--- src/rtl/ir_cmd_tx.sv ---
module ir_cmd_tx #(
  parameter int DATA_W     = 8,
  parameter int CAR_DIV    = 79,
  parameter int UNIT_P     = 21,
  parameter int HDR_MARK_P = 168,
  parameter int HDR_SPACE_P = 84
) (
  input  logic              clk,
  input  logic              rst_n,
  input  logic              start,
  input  logic [DATA_W-1:0] data,
  input  logic              hw_sel,
  input  logic              car_en,
  input  logic              stop_bit,
  output logic              busy,
  output logic              done,
  output logic              ir_n
);
  localparam int CAR_HIGH = (3 * CAR_DIV) / 4;
  localparam int CW = $clog2(CAR_DIV);
  localparam int M1 = (HDR_MARK_P > HDR_SPACE_P) ? HDR_MARK_P : HDR_SPACE_P;
  localparam int MAXP = (M1 > 3 * UNIT_P) ? M1 : 3 * UNIT_P;
  localparam int PW = $clog2(MAXP + 1);
  localparam int BW = (DATA_W > 1) ? $clog2(DATA_W) : 1;

  typedef enum logic [2:0] {
    S_IDLE, S_HMARK, S_HSPACE, S_BMARK, S_BSPACE, S_SMARK, S_FIN
  } st_t;

  st_t              st;
  logic [CW-1:0]    car_cnt;
  logic [PW-1:0]    per_cnt;
  logic [PW-1:0]    seg_p;
  logic [BW-1:0]    bit_idx;
  logic [DATA_W-1:0] shreg;

  logic accept, car_wrap, car_hi, in_mark, hw_emit, man_emit;

  assign accept   = start && (st == S_IDLE);
  assign car_wrap = (car_cnt == CW'(CAR_DIV - 1));
  assign car_hi   = (car_cnt < CW'(CAR_HIGH));
  assign in_mark  = (st == S_HMARK) || (st == S_BMARK) || (st == S_SMARK);
  assign busy     = (st != S_IDLE);
  assign done     = (st == S_FIN);
  assign hw_emit  = in_mark && (!car_en || car_hi);
  assign man_emit = stop_bit && car_hi;
  assign ir_n     = ~(hw_sel ? hw_emit : man_emit);

  always_comb begin
    case (st)
      S_HMARK:  seg_p = PW'(HDR_MARK_P);
      S_HSPACE: seg_p = PW'(HDR_SPACE_P);
      S_BSPACE: seg_p = shreg[0] ? PW'(3 * UNIT_P) : PW'(UNIT_P);
      S_BMARK,
      S_SMARK:  seg_p = PW'(UNIT_P);
      default:  seg_p = PW'(1);
    endcase
  end

  always_ff @(posedge clk or negedge rst_n) begin
    if (!rst_n) begin
      st      <= S_IDLE;
      car_cnt <= '0;
      per_cnt <= '0;
      bit_idx <= '0;
      shreg   <= '0;
    end else begin
      car_cnt <= (car_wrap || accept) ? '0 : car_cnt + CW'(1);
      case (st)
        S_IDLE: if (start) begin
          st      <= S_HMARK;
          shreg   <= data;
          per_cnt <= '0;
          bit_idx <= '0;
        end
        S_FIN: st <= S_IDLE;
        default: if (car_wrap) begin
          if (per_cnt == seg_p - PW'(1)) begin
            per_cnt <= '0;
            case (st)
              S_HMARK:  st <= S_HSPACE;
              S_HSPACE: st <= S_BMARK;
              S_BMARK:  st <= S_BSPACE;
              S_BSPACE: begin
                shreg <= shreg >> 1;
                if (bit_idx == BW'(DATA_W - 1)) st <= S_SMARK;
                else begin
                  bit_idx <= bit_idx + BW'(1);
                  st      <= S_BMARK;
                end
              end
              default:  st <= S_FIN;
            endcase
          end else begin
            per_cnt <= per_cnt + PW'(1);
          end
        end
      endcase
    end
  end


  start_accept_chk: assert property (@(posedge clk) disable iff (!rst_n)
    (start && !busy) |=> (busy && st == S_HMARK && car_cnt == '0));


  done_pulse_chk: assert property (@(posedge clk) disable iff (!rst_n)
    done |=> (!busy && !done));


  retrigger_ignored_chk: assert property (@(posedge clk) disable iff (!rst_n)
    (busy && !done && start) |=> busy);


  period_bound_chk: assert property (@(posedge clk) disable iff (!rst_n)
    busy |-> (per_cnt < seg_p));


  idle_quiet_chk: assert property (@(posedge clk) disable iff (!rst_n)
    (hw_sel && !busy) |-> ir_n);


  manual_off_chk: assert property (@(posedge clk) disable iff (!rst_n)
    (!hw_sel && !stop_bit) |-> ir_n);
endmodule

--- config.mk ---
export PLATFORM = sky130hd
export DESIGN_NAME = ir_cmd_tx
export DESIGN_NICKNAME = d
export VERILOG_FILES = /design/src/rtl/ir_cmd_tx.sv
export SDC_FILE = /design/constraint.sdc
export NUM_CORES = 1
export LEC_CHECK = 0
export BUFFER_PORTS_ARGS = -buffer_cell sky130_fd_sc_hd__buf_2
export CORE_ASPECT_RATIO = 0.7
export CORE_MARGIN = 3
export CORE_UTILIZATION = 63
export CTS_CLUSTER_DIAMETER = 50
export DETAILED_ROUTE_END_ITERATION = 16
export GPL_ROUTABILITY_DRIVEN = 1
export HOLD_SLACK_MARGIN = 0.06
export MAX_ROUTING_LAYER = met4
export PLACE_DENSITY_LB_ADDON = 0.15
export SKIP_LAST_GASP = 1
export SYNTH_ARGS = -nofsm -noshare
export SYNTH_HDL_FRONTEND = slang
export SYNTH_SLANG_ARGS = --single-unit
--- constraint.sdc ---
create_clock -name clk -period 6.8 [get_ports clk]
set_input_delay 1.36 -clock clk [delete_from_list [all_inputs] [get_ports clk]]
set_output_delay 1.36 -clock clk [all_outputs]
set_load 0.02 [all_outputs]
# Word-level counts from Yosys, hierarchy flattened
# Cells that the tools add are included.
dict set report op_classes {
  add_sub_neg 4
  multipliers 0
  div_mod_pow 0
  n_lt_le_gt_ge 1
  n_eq_ne 11
  shifts 0
  n_mux 25
  bitwise_logic 2
  reduce_logical 20
}
# op n
set ops {}
lappend ops {{$mux 8} 7}
lappend ops {{$pmux 8 s2} 2}
lappend ops {{$pmux 8 s4} 1}
lappend ops {{$mux 3} 9}
lappend ops {{$eq 3x3->1 const B} 4}
lappend ops {{$pmux 3 s2} 2}
lappend ops {{$pmux 3 s4} 1}
lappend ops {{$reduce_bool 3->1} 3}
lappend ops {{$add 8x1->8 const B} 1}
lappend ops {{$eq 8x8->1} 1}
lappend ops {{$sub 8x1->8 const B} 1}
lappend ops {{$add 7x1->7 const B} 1}
lappend ops {{$eq 7x7->1 const B} 1}
lappend ops {{$lt 7x6->1 const B} 1}
lappend ops {{$mux 7} 1}
lappend ops {{$eq 3x2->1 const B} 2}
lappend ops {{$mux 6} 1}
lappend ops {{$reduce_and 3->1} 2}
lappend ops {{$reduce_and 6->1} 1}
lappend ops {{$reduce_bool 2->1} 3}
lappend ops {{$reduce_and 5->1} 1}
lappend ops {{$logic_or 1x1->1} 4}
lappend ops {{$ne 2x2->1 const B} 2}
lappend ops {{$add 3x1->3 const B} 1}
lappend ops {{other kinds (7)} 10}
dict set report totals {
  register_bits 29
  latchBits 0
  mem_bits_rw 0
  romBits 0
  input_bits 14
  elab_cells 68
  n_memories 0
}

# Logic depth before layout (Yosys ltp)
dict set report logic_depth {
  ltp_word 8
  depth_mapped 11
}

# Worst setup path before layout
# Ideal clock, no wire load.
dict set report synth_path {
  path_kind {input -> output}
  startpoint {in hw_sel}
  endpoint {out ir_n}
  t_arrival_ns 1.865
  t_required_ns 5.440
  setup_slack_ns 3.575
  stages 3
  path_cell_list {nand3_1 -> o21ai_0 -> a21oi_1}
}
dict set report synth_via {
  elab_chain_cells 2
}
# element line_no
set synth_lines {}
lappend synth_lines {{from (decl)} 12} ;# input logic hw_sel,
lappend synth_lines {{$mux 1} 47} ;# assign ir_n = ~(hw_sel ? hw_emit : man_emit);
lappend synth_lines {{$not 1->1} 47}
lappend synth_lines {{to (decl)} 17} ;# output logic ir_n
# Every way passes these cells.

# Worst setup path in the final report
dict set report layout_path {
  startpoint {reg st[1]}
  endpoint {out busy}
}
dict set report layout_via {
  elab_chain_cells 1
}
# element line_no
set layout_lines {}
lappend layout_lines {{from (decl)} 30} ;# st_t st;
lappend layout_lines {{from (signal assigned)} 62} ;# st <= S_IDLE;
lappend layout_lines {{from (signal assigned)} 71} ;# st <= S_HMARK;
lappend layout_lines {{from (signal assigned)} 76} ;# S_FIN: st <= S_IDLE;
lappend layout_lines {{$reduce_bool 3->1} 43} ;# assign busy = (st != S_IDLE);
lappend layout_lines {{to (decl)} 15} ;# output logic busy,
# Every way passes these cells.

==> summary.md <==
| Metric | Value |
|---|---|
| Status | `finished, final reports clean` |
| Critical Path AT | `2.85 ns` |
| Dominant synthesized flop cell | `dfrtp_1` |
| Utilization after layout | `0.781` |
| Syn_nets | `225` |
| Worst clock skew | `0.00676 ns` |
| GRT Util Overall | `0.262` |
| Pwr Density | `166 nW/um2` |
| Antenna Cells | `0` |
| RSZ-0062 raised after global routing | `no` |
| Simple-Gate Fraction of Synth Area | `0.251` |
| Iter 0 DRT Violations | `131` |
| CTS tree | `built` |
| Clock transition at the registers of the reported paths | `0.06 ns` |
| Final Power | `0.000340 W` |
| CP Cell Sequence | `nor3_1 -> clkinv_1 -> buf_2` |
| Fmax | `0.238 GHz` |
| Max_slew headroom | `0.243` |
| Die Width | `71.0 um` |
| Post-Synth Adder-Cell Area | `0.0402` |
| Final hold violations | `0` |
| DP HPWL | `2870 um` |
| Warnings, synthesis | `0` |
| CTS buffer count | `5` |
| Vias | `1599` |
| Crit Path Max Fanout | `23` |
| Die area | `3660 um2` |
| GPL Wtd Cong | `0.897` |
| Compound-Gate Fraction of Synth Area | `0.179` |
| Cell Area, Synth | `1870 um2` |
| Pin count of the biggest net entering global routing | `30` |
| DR WL/cell | `16.0 um` |
| H-Tree Depth | `2` |
| Ports | `17` |
| CTS Buffer Depth | `2` |
| Final period utilization | `0.619` |
| Clock sink count | `29` |
| Critical path class | `flop to output pin` |
| Crit end category | `output pin` |
| Mux contribution to synthesized area | `0.0537` |
| Yosys top cell area share | `0.389` |
| Core Box Area | `2630 um2` |
| Synth async-reset ratio | `1.00` |
| Slew Viols, Final | `0` |
| Drt via density | `6.25` |
| Total wire length after detailed routing | `4100 um` |
| Static leakage | `0.991 nW` |
| Port bufs | `16` |
| Number of global-route vias before repair | `1550` |
| Area Overhead vs Synth | `10.1%` |
| Max-cap violations | `0` |
| Final worst path period need | `4.21 ns` |
| Initial antenna violation count | `0` |
| Hold/Removal Path Class | `flop to flop` |
| CP Launch Type | `flop` |
| Cells after Synth | `205` |
| First-pass GRT wire length | `7080 um` |
| Setup-failing EPs final | `0` |
| Seq/Total Area, Yosys | `0.389` |
| Fin Setup TNS | `0 ns` |
| Setup bufs post-CTS | `0` |
| Cts hold-fix bufs | `0` |
| Area leader, netlist | `dfrtp_1` |
| Worst VDD drop | `0.184 mV` |
| Worst path required time | `5.44 ns` |
| Post-CTS Resized | `0` |
| Number of flops mapped to enable cells by yosys | `0` |
| DRC viols | `0` |
| Commonest cells post-synth | `34 x nand2_1, 29 x dfrtp_1, 16 x nor2_1` |
| Main combinational cell family by area after synthesis | `simple AND/OR/NAND/NOR gates` |
| Initial Util | `0.710` |
| Layout net count | `241` |
| Synth Area in XOR/XNOR | `0.0516` |
| Die Y-Extent | `51.5 um` |
| FP Rows | `15` |
| Share of cells above drive strength 1 | `0.189` |
| Synth Register Bits | `29` |
| Total global routing overflow | `0` |
| Worst Tran Pin Value | `1.13 ns` |
| Clock Latency Late Sink | `0.28 ns` |
| Syn Area/Cell | `9.10 um2` |
| First-pass iteration count of the detailed router | `5` |
| CP max stage cell | `nor3_1` |
| Most frequent cell after synthesis | `nand2_1` |
| CTS root buf | `clkbuf_8` |
| Synth cell types | `48` |
| Top cells by area, synth | `dfrtp_1 39%, nand2_1 6.8%, mux2_2 4.8%` |
| Worst path max stage delay | `1.01 ns` |
| Antenna Nets Post-Route | `0` |
[through the flow]
| stage | instances | hold WS [ns] | setup slack (ns) | cell area (um2) |
|---|---|---|---|---|
| global placement | 248 | 0.480 | 3.08 | 1950 |
| finish | 256 | 0.508 | 2.59 | 2050 |
| global route | 256 | 0.526 | 2.31 | 2050 |
| detailed placement | 248 | 0.487 | 2.95 | 1950 |
| CTS | 256 | 0.508 | 2.61 | 2050 |
| floorplan | 205 | 0.466 | 3.58 | 1870 |
[path summary, 6_finish.rpt]
| check | start | endpoint | slack (ns) | cells after the start |
|---|---|---|---|---|
| setup / recovery | st[1] | busy | 2.59 | 3 |
| hold / removal | shreg[7] | shreg[7] | 0.51 | 1 |
| setup reg to reg | st[1] | per_cnt[0] | 3.68 | 5 |
| hold reg to reg | shreg[7] | shreg[7] | 0.51 | 1 |
| max in group asynchronous | rst_n | car_cnt[0] | 5.27 | 1 |
| min in group asynchronous | rst_n | per_cnt[3] | 1.10 | 1 |
[kinds of logic after synthesis]
group	Yosys count
buffers and inverters	15
AND/OR/NAND/NOR	91
flip-flops	29
multiplexers	9
XOR/XNOR	11
adder cells (fa/ha/maj)	6
AO/OA/AOI/OAI	44
[state kept, by name, summed over array words and instances (netlist names)]
signal and flops:
shreg 8, st 3, car_cnt 7, bit_idx 3, per_cnt 8
[routing by layer]
| layer | part of all wire | GRT usage | wire, um | vias to the layer above |
|---|---|---|---|---|
| li1 | - | - | - | 767 |
| met1 | 0.43 | 0.308 | 1750 | 761 |
| met2 | 0.47 | 0.415 | 1920 | 58 |
| met3 | 0.078 | 0.0811 | 318 | 13 |
| met4 | 0.026 | 0.125 | 106 | 0 |
| met5 | 0 | - | 0 | - |
[power breakdown]
part | switching, W | internal, W
Combinational | 0.00000594 | 0.00000358
Sequential | 0 | 0.000173
Clock | 0.0000664 | 0.0000913
Total | 0.0000724 | 0.000267
[critical path: cells and delay by family, from the launching register on]
kind | cells | cell delay, ns
buffers and inverters | 2 | 0.92
DFF | 1 | 0.64
and+or+nand+nor | 1 | 1.01
[cell usage in the layout (no fill, tap or decap), types with 2 or more instances in the layout]
| cell | instances |
|---|---|
| inv_1 | 7 |
| nor3b_1 | 3 |
| xnor2_1 | 3 |
| a41oi_1 | 2 |
| o21ai_0 | 13 |
| a21oi_1 | 5 |
| and2_1 | 4 |
| a22o_1 | 5 |
| xor2_1 | 8 |
| nor2_1 | 16 |
| nor3_1 | 4 |
| and3_1 | 5 |
| buf_2 | 16 |
| nor2b_1 | 4 |
| clkbuf_8 | 7 |
| o211ai_1 | 3 |
| dfrtp_1 | 29 |
| nand2b_1 | 2 |
| nand3_1 | 7 |
| nand2_1 | 34 |
| nor3_2 | 2 |
| mux2_2 | 8 |
| nand4_1 | 6 |
| ha_1 | 6 |
[final cells by class]
class                      count  area, um2
multi-input combinational    161       1070
clock buffer                   7       96.3
inverter                       8       30.0
sequential                    29        726
tap                           34       42.5
clock inverter                 1       5.00
timing repair buffer          16       80.1
fill                         172        574
Power figures use the tool's default switching activity.
